<file path="config.mk">
export PLATFORM = sky130hd
export DESIGN_NAME = irq_entry_seq
export DESIGN_NICKNAME = d
export VERILOG_FILES = /design/src/rtl/irq_entry_pkg.sv /design/src/rtl/irq_src_pick.sv /design/src/rtl/irq_vec_gen.sv /design/src/rtl/irq_stack_push.sv /design/src/rtl/irq_entry_seq.sv
export SDC_FILE = /design/constraint.sdc
export NUM_CORES = 1
export LEC_CHECK = 0
export CAP_MARGIN = 20
export CELL_PAD_IN_SITES_DETAIL_PLACEMENT = 2
export CELL_PAD_IN_SITES_GLOBAL_PLACEMENT = 2
export CORE_AREA = 2 2 102 104
export CTS_BUF_LIST = sky130_fd_sc_hd__clkbuf_8
export DETAILED_ROUTE_END_ITERATION = 16
export DIE_AREA = 0 0 104 106
export DONT_BUFFER_PORTS = 1
export PLACE_DENSITY_LB_ADDON = 0.1
export SETUP_SLACK_MARGIN = 0.15
export SYNTH_ARGS = -nofsm -noshare
export SYNTH_HDL_FRONTEND = slang
export SYNTH_SLANG_ARGS = --single-unit
</file>
<file path="constraint.sdc">
create_clock -name clk -period 2 [get_ports clk]
set_clock_uncertainty 0.15 [all_clocks]
set_input_delay 0.1 -clock clk [delete_from_list [all_inputs] [get_ports clk]]
set_output_delay 0.1 -clock clk [all_outputs]
set_load 0.02 [all_outputs]
</file>
<file path="src/rtl/irq_entry_pkg.sv">
package irq_entry_pkg;

  typedef enum logic [1:0] {
    ST_IDLE = 2'd0,
    ST_PUSH = 2'd1,
    ST_LOAD = 2'd2
  } seq_state_e;

  // Lowest set bit of a vector of up to 32 sources; 0 when empty.
  function automatic logic [4:0] lowest_set(input logic [31:0] v);
    logic [4:0] r;
    r = 5'd0;
    for (int i = 31; i >= 0; i--) begin
      if (v[i]) r = 5'(i);
    end
    return r;
  endfunction

  // Word address of a vector slot.
  function automatic logic [31:0] slot_addr(input logic [5:0] vnum, input logic long_slot);
    return long_slot ? {25'd0, vnum, 1'b0} : {26'd0, vnum};
  endfunction

  // Configured number of saved program counter bytes, 0 treated as 1.
  function automatic logic [1:0] push_count(input logic [1:0] cfg);
    return (cfg == 2'd0) ? 2'd1 : cfg;
  endfunction

endpackage

</file>
<file path="src/rtl/irq_src_pick.sv">
module irq_src_pick #(
  parameter int NUM_SRC = 8,
  localparam int IDX_W = (NUM_SRC > 1) ? $clog2(NUM_SRC) : 1
) (
  input  logic [NUM_SRC-1:0] pend_i,
  output logic               any_o,
  output logic [IDX_W-1:0]   idx_o,
  output logic [NUM_SRC-1:0] onehot_o
);
  import irq_entry_pkg::*;

  logic [NUM_SRC:0] below_any;
  assign below_any[0] = 1'b0;

  for (genvar g = 0; g < NUM_SRC; g++) begin : g_chain
    assign onehot_o[g]    = pend_i[g] & ~below_any[g];
    assign below_any[g+1] = below_any[g] | pend_i[g];
  end

  assign any_o = below_any[NUM_SRC];
  assign idx_o = IDX_W'(lowest_set(32'(pend_i)));

endmodule

</file>
<file path="src/rtl/irq_vec_gen.sv">
module irq_vec_gen #(
  parameter int NUM_SRC = 8,
  parameter int PC_W    = 22,
  localparam int IDX_W  = (NUM_SRC > 1) ? $clog2(NUM_SRC) : 1
) (
  input  logic             is_rst_i,
  input  logic [IDX_W-1:0] idx_i,
  input  logic             long_slot_i,
  output logic [PC_W-1:0]  vec_pc_o
);
  import irq_entry_pkg::*;

  logic [5:0] vnum;
  assign vnum     = is_rst_i ? 6'd0 : (6'(idx_i) + 6'd1);
  assign vec_pc_o = PC_W'(slot_addr(vnum, long_slot_i));

endmodule

</file>
<file path="src/rtl/irq_stack_push.sv">
module irq_stack_push #(
  parameter int PC_W = 22,
  parameter int SP_W = 16
) (
  input  logic            clk,
  input  logic            rst_n,
  input  logic            start_i,
  input  logic [PC_W-1:0] ret_pc_i,
  input  logic [SP_W-1:0] sp_i,
  input  logic [1:0]      nbytes_i,
  input  logic [PC_W-1:0] vec_pc_i,
  output logic            busy_o,
  output logic            we_o,
  output logic [SP_W-1:0] addr_o,
  output logic [7:0]      wdata_o,
  output logic            load_o,
  output logic [PC_W-1:0] pc_new_o,
  output logic [SP_W-1:0] sp_new_o
);
  import irq_entry_pkg::*;

  seq_state_e      st_q;
  logic [23:0]     ret_q;
  logic [SP_W-1:0] sp_q;
  logic [1:0]      cnt_q, nb_q;
  logic [PC_W-1:0] vec_q;
  logic            last_w;

  assign last_w = (cnt_q == (nb_q - 2'd1));

  always_ff @(posedge clk or negedge rst_n) begin
    if (!rst_n) begin
      st_q  <= ST_IDLE;
      ret_q <= '0;
      sp_q  <= '0;
      cnt_q <= '0;
      nb_q  <= 2'd1;
      vec_q <= '0;
    end else begin
      unique case (st_q)
        ST_IDLE: if (start_i) begin
          ret_q <= 24'(ret_pc_i);
          sp_q  <= sp_i;
          cnt_q <= 2'd0;
          nb_q  <= nbytes_i;
          vec_q <= vec_pc_i;
          st_q  <= ST_PUSH;
        end
        ST_PUSH: begin
          sp_q  <= sp_q - SP_W'(1);
          cnt_q <= cnt_q + 2'd1;
          if (last_w) st_q <= ST_LOAD;
        end
        ST_LOAD: st_q <= ST_IDLE;
        default: st_q <= ST_IDLE;
      endcase
    end
  end

  always_comb begin
    unique case (cnt_q)
      2'd0:    wdata_o = ret_q[7:0];
      2'd1:    wdata_o = ret_q[15:8];
      default: wdata_o = ret_q[23:16];
    endcase
  end

  assign busy_o   = (st_q != ST_IDLE);
  assign we_o     = (st_q == ST_PUSH);
  assign addr_o   = sp_q;
  assign load_o   = (st_q == ST_LOAD);
  assign pc_new_o = vec_q;
  assign sp_new_o = sp_q;

endmodule

</file>
<file path="src/rtl/irq_entry_seq.sv">
module irq_entry_seq #(
  parameter int NUM_SRC = 8,
  parameter int PC_W    = 22,
  parameter int SP_W    = 16,
  localparam int IDX_W  = (NUM_SRC > 1) ? $clog2(NUM_SRC) : 1
) (
  input  logic               clk,
  input  logic               rst_n,
  input  logic [NUM_SRC-1:0] pend_set_i,
  input  logic               rst_req_i,
  input  logic               gie_i,
  input  logic               skip_i,
  input  logic [PC_W-1:0]    pc_i,
  input  logic [SP_W-1:0]    sp_i,
  input  logic [1:0]         pc_bytes_i,
  input  logic               long_slot_i,
  output logic               busy_o,
  output logic               mem_we_o,
  output logic [SP_W-1:0]    mem_addr_o,
  output logic [7:0]         mem_wdata_o,
  output logic               pc_load_o,
  output logic [PC_W-1:0]    pc_new_o,
  output logic [SP_W-1:0]    sp_new_o,
  output logic               gie_clr_o,
  output logic [NUM_SRC-1:0] pend_o,
  output logic               irq_line_o
);
  import irq_entry_pkg::*;

  logic [NUM_SRC-1:0] pend_q;
  logic               rst_pend_q;
  logic               rst_entry_q;

  // Named internal events, observed by the bound checker.
  logic               accept_w;
  logic               rst_sel_w;
  logic               rst_done_w;
  logic [NUM_SRC-1:0] clr_mask_w;

  logic               src_any;
  logic [IDX_W-1:0]   src_idx;
  logic [NUM_SRC-1:0] src_onehot;
  logic [PC_W-1:0]    vec_pc;

  irq_src_pick #(.NUM_SRC(NUM_SRC)) u_pick (
    .pend_i   (pend_q),
    .any_o    (src_any),
    .idx_o    (src_idx),
    .onehot_o (src_onehot)
  );

  irq_vec_gen #(.NUM_SRC(NUM_SRC), .PC_W(PC_W)) u_vec (
    .is_rst_i    (rst_sel_w),
    .idx_i       (src_idx),
    .long_slot_i (long_slot_i),
    .vec_pc_o    (vec_pc)
  );

  irq_stack_push #(.PC_W(PC_W), .SP_W(SP_W)) u_push (
    .clk      (clk),
    .rst_n    (rst_n),
    .start_i  (accept_w),
    .ret_pc_i (pc_i),
    .sp_i     (sp_i),
    .nbytes_i (push_count(pc_bytes_i)),
    .vec_pc_i (vec_pc),
    .busy_o   (busy_o),
    .we_o     (mem_we_o),
    .addr_o   (mem_addr_o),
    .wdata_o  (mem_wdata_o),
    .load_o   (pc_load_o),
    .pc_new_o (pc_new_o),
    .sp_new_o (sp_new_o)
  );

  assign rst_sel_w  = rst_pend_q;
  assign accept_w   = !busy_o && !skip_i && gie_i && (rst_pend_q || src_any);
  assign clr_mask_w = (accept_w && !rst_sel_w) ? src_onehot : '0;
  assign rst_done_w = pc_load_o && rst_entry_q;

  always_ff @(posedge clk or negedge rst_n) begin
    if (!rst_n) begin
      pend_q      <= '0;
      rst_pend_q  <= 1'b0;
      rst_entry_q <= 1'b0;
    end else begin
      pend_q     <= (pend_q & ~clr_mask_w) | pend_set_i;
      rst_pend_q <= rst_req_i | (rst_pend_q & ~rst_done_w);
      if (accept_w) rst_entry_q <= rst_sel_w;
    end
  end

  assign gie_clr_o  = pc_load_o;
  assign pend_o     = pend_q;
  assign irq_line_o = rst_pend_q | (|pend_q);

endmodule

</file>
== Yosys cells after proc, flatten, opt, wreduce, memory -nomap -nowiden ==
Cells that the tools add are included.

* Bits of input ports: 54
* Output and inout bits: 75
* Word-level logic and storage cells: 85
* Flip-flop bits (word level): 76

* Equality and inequality tests: 6
* Muxes and demuxes: 20
* Reductions and logical operators: 18
* Bitwise gates (word level): 28
* Add/subtract/negate cells: 4

{| class="wikitable"
|+ Operator list
! kind !! number
|-
| $pmux W16 S2 || 1
|-
| $mux W3 || 8
|-
| $mux W16 || 1
|-
| $pmux W8 S2 || 1
|-
| $sub A16 B1 Y16 const B || 1
|-
| $or A1 B1 Y1 || 9
|-
| $and A1 B1 Y1 || 8
|-
| $and A8 B8 Y8 || 1
|-
| $mux W2 || 4
|-
| $mux W8 || 1
|-
| $not A1 Y1 || 8
|-
| $not A8 Y8 || 1
|-
| $or A8 B8 Y8 || 1
|-
| $pmux W2 S2 || 2
|-
| $reduce_or A8 Y1 || 1
|-
| $mux W7 || 1
|-
| $logic_not A2 Y1 || 3
|-
| $mux W6 || 1
|-
| $reduce_and A2 Y1 || 3
|-
| $logic_and A1 B1 Y1 || 5
|-
| $add A3 B1 Y4 const B || 1
|-
| $eq A2 B1 Y1 const B || 2
|-
| $reduce_bool A2 Y1 || 2
|-
| $logic_not A1 Y1 || 3
|-
| other kinds (7) || 7
|}

== Longest topological paths before layout ==
Gate-level depths: netlist of the first run.

* Depth after elaboration: 14
* Depth in mapped cells: 7
* Gate-level depth less buffers: 7

== Cells and area by module ==
From an unflattened synthesis of the first run, not the netlist that was laid out.

* Cell total of the unflattened synthesis: 468
* Area total of the unflattened synthesis: 3,997.6 sq um

{| class="wikitable"
|+ By module, submodules not included
! module !! cells each !! area each (sq um) !! times used !! seq. area each (sq um)
|-
| irq_stack_push || 364 || 3,140.5 || 1 || 1,652.8
|-
| irq_entry_seq || 50 || 491.7 || 1 || 250.2
|-
| irq_vec_gen || 31 || 224.0 || 1 || 0.0
|-
| irq_src_pick || 23 || 141.4 || 1 || 0.0
|}

== Least setup slack after synthesis of the first run ==
OpenSTA, ideal clock, no wires.

* Path kind: register to register
* Start: reg pend_q[0], in the netlist pend_o[0]
* End: reg pend_q[7], in the netlist pend_o[7]
* Library setup time: 0.121 ns
* Slack: -0.344 ns
* Period minus slack after synthesis: 2.344 ns
* Data arrival time: 2.073 ns
* Path buffers: 1
* Stages on the path, launching flop included: 7
* Required time: 1.729 ns
* Path through: dfrtp_1 -> clkbuf_1 -> or4_1 -> or4_4 -> or3_1 -> o21ai_1 -> nand2b_1

* Longest elaborated chain between the ends: 14
* Elaborated cells on any way between the ends: 16
* Those cells by class: 1 x mux; 12 x bitwise; 3 x reduce/logical

{| class="wikitable"
|+ Ends and longest elaborated chain
! what !! RTL line !! text
|-
| start, declared || irq_entry_seq.sv:30 || <nowiki>logic [NUM_SRC-1:0] pend_q;</nowiki>
|-
| start signal, assigned || irq_entry_seq.sv:87 || <nowiki>pend_q <= (pend_q & ~clr_mask_w) | pend_set_i;</nowiki>
|-
| $or A1 B1 Y1 (*) (6 in a row) || irq_src_pick.sv:17 || <nowiki>assign below_any[g+1] = below_any[g] | pend_i[g];</nowiki>
|-
| $or A1 B1 Y1 || irq_src_pick.sv:17 ||
|-
| $logic_or A1 B1 Y1 || irq_entry_seq.sv:77 || <nowiki>assign accept_w = !busy_o && !skip_i && gie_i && (rst_pend_q || src_any);</nowiki>
|-
| $logic_and A1 B1 Y1 || irq_entry_seq.sv:77 ||
|-
| $logic_and A1 B1 Y1 || irq_entry_seq.sv:78 || <nowiki>assign clr_mask_w = (accept_w && !rst_sel_w) ? src_onehot : '0;</nowiki>
|-
| $mux W8 (*) || irq_entry_seq.sv:78 ||
|-
| $not A8 Y8 (*) || irq_entry_seq.sv:87 ||
|-
| $and A8 B8 Y8 (*) || irq_entry_seq.sv:87 ||
|-
| $or A8 B8 Y8 (*) || irq_entry_seq.sv:87 ||
|}

Every way passes the cells marked *; elsewhere a longest branch is shown, timed or not.
A chain may end at the register's enable or synchronous reset.

== Worst setup path in the final report of the first run ==
* Start: reg u_push.st_q[0]
* End: reg pend_q[7], in the netlist pend_o[7]

* Longest elaborated chain between the ends: 10

{| class="wikitable"
|+ Ends and longest elaborated chain
! what !! RTL line !! text
|-
| start, declared || irq_stack_push.sv:22 || <nowiki>seq_state_e st_q;</nowiki>
|-
| start signal, assigned || irq_stack_push.sv:33 || <nowiki>st_q <= ST_IDLE;</nowiki>
|-
| start signal, assigned || irq_stack_push.sv:47 || <nowiki>st_q <= ST_PUSH;</nowiki>
|-
| start signal, assigned || irq_stack_push.sv:52 || <nowiki>if (last_w) st_q <= ST_LOAD;</nowiki>
|-
| $reduce_bool A2 Y1 || irq_stack_push.sv:68 || <nowiki>assign busy_o = (st_q != ST_IDLE);</nowiki>
|-
| $logic_not A1 Y1 || irq_entry_seq.sv:77 ||
|-
| $logic_and A1 B1 Y1 (3 in a row) || irq_entry_seq.sv:77 ||
|-
| $logic_and A1 B1 Y1 || irq_entry_seq.sv:78 ||
|-
| $mux W8 || irq_entry_seq.sv:78 ||
|-
| $not A8 Y8 || irq_entry_seq.sv:87 ||
|-
| $and A8 B8 Y8 || irq_entry_seq.sv:87 ||
|-
| $or A8 B8 Y8 || irq_entry_seq.sv:87 ||
|}

Every way passes these cells.

==> results of run 1 <==
[layout make-up]
class	count	share of cell area
Antenna cell	1	0.000458
Clock buffer	11	0.0277
Clock inverter	5	0.00527
Inverter	10	0.00688
Multi-Input combinational cell	270	0.368
Sequential cell	59	0.273
Tap cell	136	0.0312
Timing Repair Buffer	148	0.287
[sequential cells by signal (all words and copies together) (netlist names)]
register	cells
rst_entry_q	1
pend_o	8
rst_pend_q	1
u_push.cnt_q	2
u_push.pc_new_o	5
u_push.addr_o	16
u_push.nb_q	2
u_push.st_q	2
u_push.ret_q	22
[kinds of logic after synthesis]
| group | synth area share |
|---|---|
| xor gates and xnor gates | 0.00549 |
| and+or+nand+nor | 0.249 |
| buffers and inverters | 0.113 |
| adders and majority gates | 0.0157 |
| muxes | 0.00941 |
| DFF | 0.463 |
| AOI/OAI and AO/OA | 0.143 |
| other | 0.00117 |
[stage by stage]
step	instance area, µm²	TNS [ns]	power, µW
detailed placement	3650	-3.36	4970
CTS	4860	-1.85	6720
floorplan	3350	-1.11	4120
finish	5460	-6.90	7610
global route	5460	-9.83	8000
global placement	3650	-0.986	4840
[layer usage]
layer  global-route usage  part of all wire  up-vias
met5                    0                 0        -
li1                     -                 -     1486
met3               0.0497             0.044       17
met2                0.407              0.56       97
met4               0.0483            0.0092        0
met1                0.264              0.38     1749
[repair_timing]
item | 4_1_cts | 5_1_grt
cloned | 3 | 3
setup buffers | 12 | 19
hold endpoints to repair | 113 | 1
setup endpoints to repair | 63 | 66
resized for setup | 71 | 89
pin swaps | 8 | 38
hold buffers | 51 | 1
[path summary, 6_finish.rpt]
| kind | cells after the start | start | to | slack, ns |
|---|---|---|---|---|
| worst max-delay path | 5 | u_push.st_q[0]$_DFFE_PN0P_ | pend_o[7]$_DFF_PN0_ | -0.28 |
| worst min register to register | 2 | u_push.ret_q[17]$_DFFE_PN0P_ | u_push.ret_q[17]$_DFFE_PN0P_ | 0.34 |
| worst max register to register | 5 | u_push.st_q[0]$_DFFE_PN0P_ | pend_o[7]$_DFF_PN0_ | -0.28 |
| worst min-delay path | 4 | skip_i | pend_o[6]$_DFF_PN0_ | 0.12 |
| max in group asynchronous | 2 | rst_n | u_push.nb_q[0]$_DFFE_PN1P_ | 1.21 |
| min in group asynchronous | 2 | rst_n | u_push.addr_o[8]$_DFFE_PN0P_ | 0.18 |
[layout by cell type (no fill, tap or decap), drive strengths merged, types with 4 or more instances in the layout]
cell type / n
a21o: 6
a21oi: 13
a22oi: 6
and3: 5
buf: 93
clkbuf: 15
conb: 17
dfrtp: 58
dlygate4sd3: 51
ha: 4
inv: 11
nand2: 102
nand2b: 7
nand3: 7
nor2: 25
nor3: 8
nor4: 7
o21ai: 10
o22ai: 7
o31ai: 5
or4: 6
[cell usage after synthesis, types with 3 or more instances]
master	instances	share of area
nand2_1	102	0.12
dfrtp_1	58	0.45
buf_4	34	0.080
nor2_1	25	0.029
clkbuf_1	13	0.015
a21oi_1	12	0.019
inv_1	10	0.012
nor3_1	8	0.013
o21ai_0	8	0.013
nand2b_1	7	0.014
nand3_1	7	0.011
nor4_1	7	0.014
o22ai_1	7	0.014
a21o_1	6	0.014
a22oi_1	6	0.014
and3_1	5	0.0098
o31ai_1	5	0.012
ha_1	4	0.016
buf_2	3	0.0047
mux2i_1	3	0.0094
nor2b_1	3	0.0059
o41ai_1	3	0.0082
or4_1	3	0.0071
or4_4	3	0.011
[power by group]
| part | internal, µW | switching, µW | leakage [µW] |
|---|---|---|---|
| clock network | 509 | 542 | 0.0000925 |
| registers | 1650 | 472 | 0.000681 |
| logic | 1810 | 2620 | 0.00168 |
[worst max-delay path: cells and delay by family (launching register included)]
kind             cells  cell delay [ns]
AO/OA/AOI/OAI        1             0.12
flip-flops           1             0.39
AND/OR/NAND/NOR      4             1.52
==> flow_metrics.tcl, run 1 <==
set metrics [dict create \
    status "complete, but fails checks" \
    violations "setup timing" \
    finalSetupViolations 54 \
    hold_path_class "input pin to flop" \
    vias 3349 \
    instances_no_fill 640 \
    path_clk_slew_ns 0.07 \
    cp.arrival_ns 2.35 \
    ant_nets 0 \
    fillers 984 \
    viasPerCell 5.23 \
    clk_latency_ns 0.35 \
    wl_per_cell_um 24.1 \
    yosysSeqAreaShare 0.463 \
    post-route-min-period_ns 2.28 \
    die-area_um2 11000 \
    cts.sinks 59 \
    synth_seq_cells 59 \
    drc 0 \
    finish.utilization 0.546 \
    row_count 37 \
    htreeDepth 3 \
    multi_input_area_um2 2010 \
    yosysUniqueCellTypes 46 \
    grt_pass1_wl_um 19300 \
    power_density_nw_per_um2 1390 \
    synthesis.instances 374 \
    drive_gt1_frac 0.437 \
    ios 129 \
    hold_viol_final 0 \
    critPathRequiredTime_ns 2.07 \
    async_flop_share 1.00 \
    endpoint_kind "flop" \
    dp_cells 534 \
    slew_headroom 0.649 \
    hold_slack_ns 0.117 \
    grt_pass1_vias 3595 \
    yosysWarningCount 0 \
    crit_path_top_delay_cell "or4_4" \
    grt_max_degree 60 \
    syn_area_um2 3190 \
    p_leak_uw 0.00245 \
    place_ws_ns -0.331 \
    tightest_slew_ns 0.525 \
    grt.total_usage 0.221 \
    nets 556 \
    drt-initial-drc-count 130 \
    root_buffer "clkbuf_8" \
    min_period_over_period 1.14 \
    die_y_um 106 \
    area_growth_pct 71.0 \
    peakVddDrop_uv 702 \
    gp_congestion 0.742 \
    critPathMaxStageDelay_ns 0.55 \
    max_freq_mhz 439 \
    cts_buffers 9 \
    maxCapViolCount 0 \
    first_pass_iters 4 \
    dp_hpwl_um 7620 \
    rsz0062_at_grt "true" \
    slew_violations 0 \
    grt_overflow_total 0 \
    antenna_found_initial 1 \
    crit_path_max_fanout 2 \
    routed_wirelength_um 15400 \
    avgSynthCellArea_um2 8.53 \
    die_width_um 104 \
    cts_tree "yes" \
    crit_type "flop to flop" \
    crit_chain "or4b_4 -> or4_4 -> or3_4 -> o21ai_2 -> nand2b_1" \
    cts_buffer_depth 2 \
    start_util 0.319 \
    synth_edf_count 0 \
    portBuffers 0 \
    regArea_um2 1490 \
    setup_slack_ns -0.278 \
    crit_path_start_kind "flop" \
    core_area_um2 10000 \
    ys.flop_type "dfrtp_1" \
]
Note: power is estimated with default switching activity, not from simulation.
==> inputs of run 2 (changes only) <==
SKIP_LAST_GASP = 1   (was unset)
==> flow_metrics.tcl, run 2 (same netlist as run 1, synthesis figures left out) <==
set metrics [dict create \
    hold_path_class "input pin to flop" \
    cts_buffer_depth 2 \
    grt_overflow_total 0 \
    first_pass_iters 4 \
    viasPerCell 5.27 \
    final_area_um2 5480 \
    vias 3333 \
    die_width_um 104 \
    crit_path_start_kind "flop" \
    fillers 1004 \
    seqPwrFrac 0.277 \
    area_growth_pct 71.7 \
    r2r_cells 5 \
    p_clk_frac 0.139 \
    post-route-min-period_ns 2.31 \
    max_freq_mhz 433 \
    grt.total_usage 0.220 \
    die_y_um 106 \
    largest_reg_flops 22 \
    maxCapViolCount 0 \
    cp.arrival_ns 2.38 \
    instances_no_fill 633 \
    regArea_um2 1490 \
    peakVddDrop_uv 573 \
    cts.sinks 59 \
    drt-initial-drc-count 115 \
    dp_cells 534 \
    min_period_over_period 1.16 \
    critPathRequiredTime_ns 2.07 \
    final.setup.tns_ns -6.61 \
    critPathMaxStageDelay_ns 0.54 \
    finalSetupViolations 51 \
    cts.hold.buffers_added 51 \
    endpoint_kind "flop" \
    die-area_um2 11000 \
    place_ws_ns -0.331 \
    tightest_slew_ns 0.549 \
    portBuffers 0 \
    power_density_nw_per_um2 1400 \
    nets 550 \
    antenna_found_initial 0 \
    hold_viol_final 1 \
    internal_power_uw 3960 \
    crit_path_max_fanout 2 \
    ios 129 \
    ant_nets 0 \
    violations "hold timing, setup timing" \
    placed_cell_area_um2 3650 \
    routed_wirelength_um 15800 \
    grt_pass1_vias 3596 \
    clk_latency_ns 0.35 \
    p_sw_uw 3720 \
    drc 0 \
    core_area_um2 10000 \
    rsz0062_at_grt "true" \
    comb_power_share 0.584 \
    drive_gt1_frac 0.485 \
    setup_slack_ns -0.310 \
    grt_pass1_wl_um 19100 \
    crit_path_top_delay_cell "or4_4" \
    crit_chain "or4b_4 -> or4_4 -> or3_4 -> o21ai_2 -> nand2b_1" \
    worstHoldPathCells 1 \
    wl_per_cell_um 24.9 \
    crit_type "flop to flop" \
    final_common_cell "buf_4" \
    row_count 37 \
    slew_headroom 0.634 \
    path_clk_slew_ns 0.07 \
    dp_hpwl_um 7620 \
    multi_input_area_um2 2130 \
    gp_congestion 0.742 \
    htreeDepth 3 \
    regMostFlops "u_push.ret_q" \
    grt_max_degree 60 \
    layout_common_cells "buf_4 (60), dlygate4sd3_1 (50), nand2_1 (49)" \
    slew_violations 0 \
    cts_buffers 9 \
    cts_tree "yes" \
    p_sw_frac 0.484 \
    start_util 0.319 \
    diodes 0 \
    p_leak_uw 0.00249 \
    hold_slack_ns -0.255 \
    status "complete, but fails checks" \
    root_buffer "clkbuf_8" \
]
==> run 2: final cells by class <==
type,instances,share of cell area
inverter,10,0.00731
timing repair buffer,142,0.267
sequential,59,0.272
clock buffer,11,0.0276
clock inverter,5,0.00525
multi-input combinational,270,0.389
tap,136,0.0311
==> run 2: path summary, 6_finish.rpt <==
kind	start	end	slack, ns
setup reg to reg	u_push.st_q[0]$_DFFE_PN0P_	pend_o[7]$_DFF_PN0_	-0.31
setup / recovery	u_push.st_q[0]$_DFFE_PN0P_	pend_o[7]$_DFF_PN0_	-0.31
hold reg to reg	u_push.ret_q[15]$_DFFE_PN0P_	u_push.ret_q[15]$_DFFE_PN0P_	0.36
hold / removal	pend_set_i[7]	pend_o[7]$_DFF_PN0_	-0.25
min in group asynchronous	rst_n	u_push.ret_q[13]$_DFFE_PN0P_	0.17
max in group asynchronous	rst_n	u_push.nb_q[0]$_DFFE_PN1P_	1.22
==> run 2: repair_timing <==
action                     in CTS  in global routing
buffers inserted               12                 15
cloned                          3                  2
resized for setup              57                136
hold endpoints to repair      113                  1
pin swaps                       8                 61
setup endpoints to repair      63                 66
==> run 2: routing by layer <==
layer / GRT usage / vias to the layer above / wire, µm / share of wire
met1: 0.262 / 1738 / 5930 / 0.38
li1: - / 1476 / - / -
met2: 0.407 / 97 / 8910 / 0.57
met5: 0 / - / 0 / 0
met4: 0.0434 / 0 / 331 / 0.021
met3: 0.0490 / 22 / 584 / 0.037
==> run 2: critical path: cells and delay by family (launching register included) <==
family,cells,cell delay (ns)
simple gates,4,1.54
flops,1,0.38
compound gates,1,0.12
==> run 2: through the flow <==
stage / total power, µW / util
final: 7680 / 0.548
after global routing: 8050 / 0.548
after CTS: 6690 / 0.481
after detailed placement: 4970 / 0.365
after global placement: 4840 / 0.365
after floorplan: 4120 / -
==> run 2: power by group through the flow <==
| stage | clock network (µW) | logic [µW] | registers (µW) |
|---|---|---|---|
| 2_1_floorplan | 0 | 1940 | 2180 |
| 3_3_place_gp | 0 | 2850 | 1990 |
| 4_1_cts | 1050 | 3610 | 2030 |
| 3_5_place_dp | 0 | 2940 | 2030 |
| 5_1_grt | 1120 | 4740 | 2190 |
| 6_report | 1070 | 4480 | 2130 |
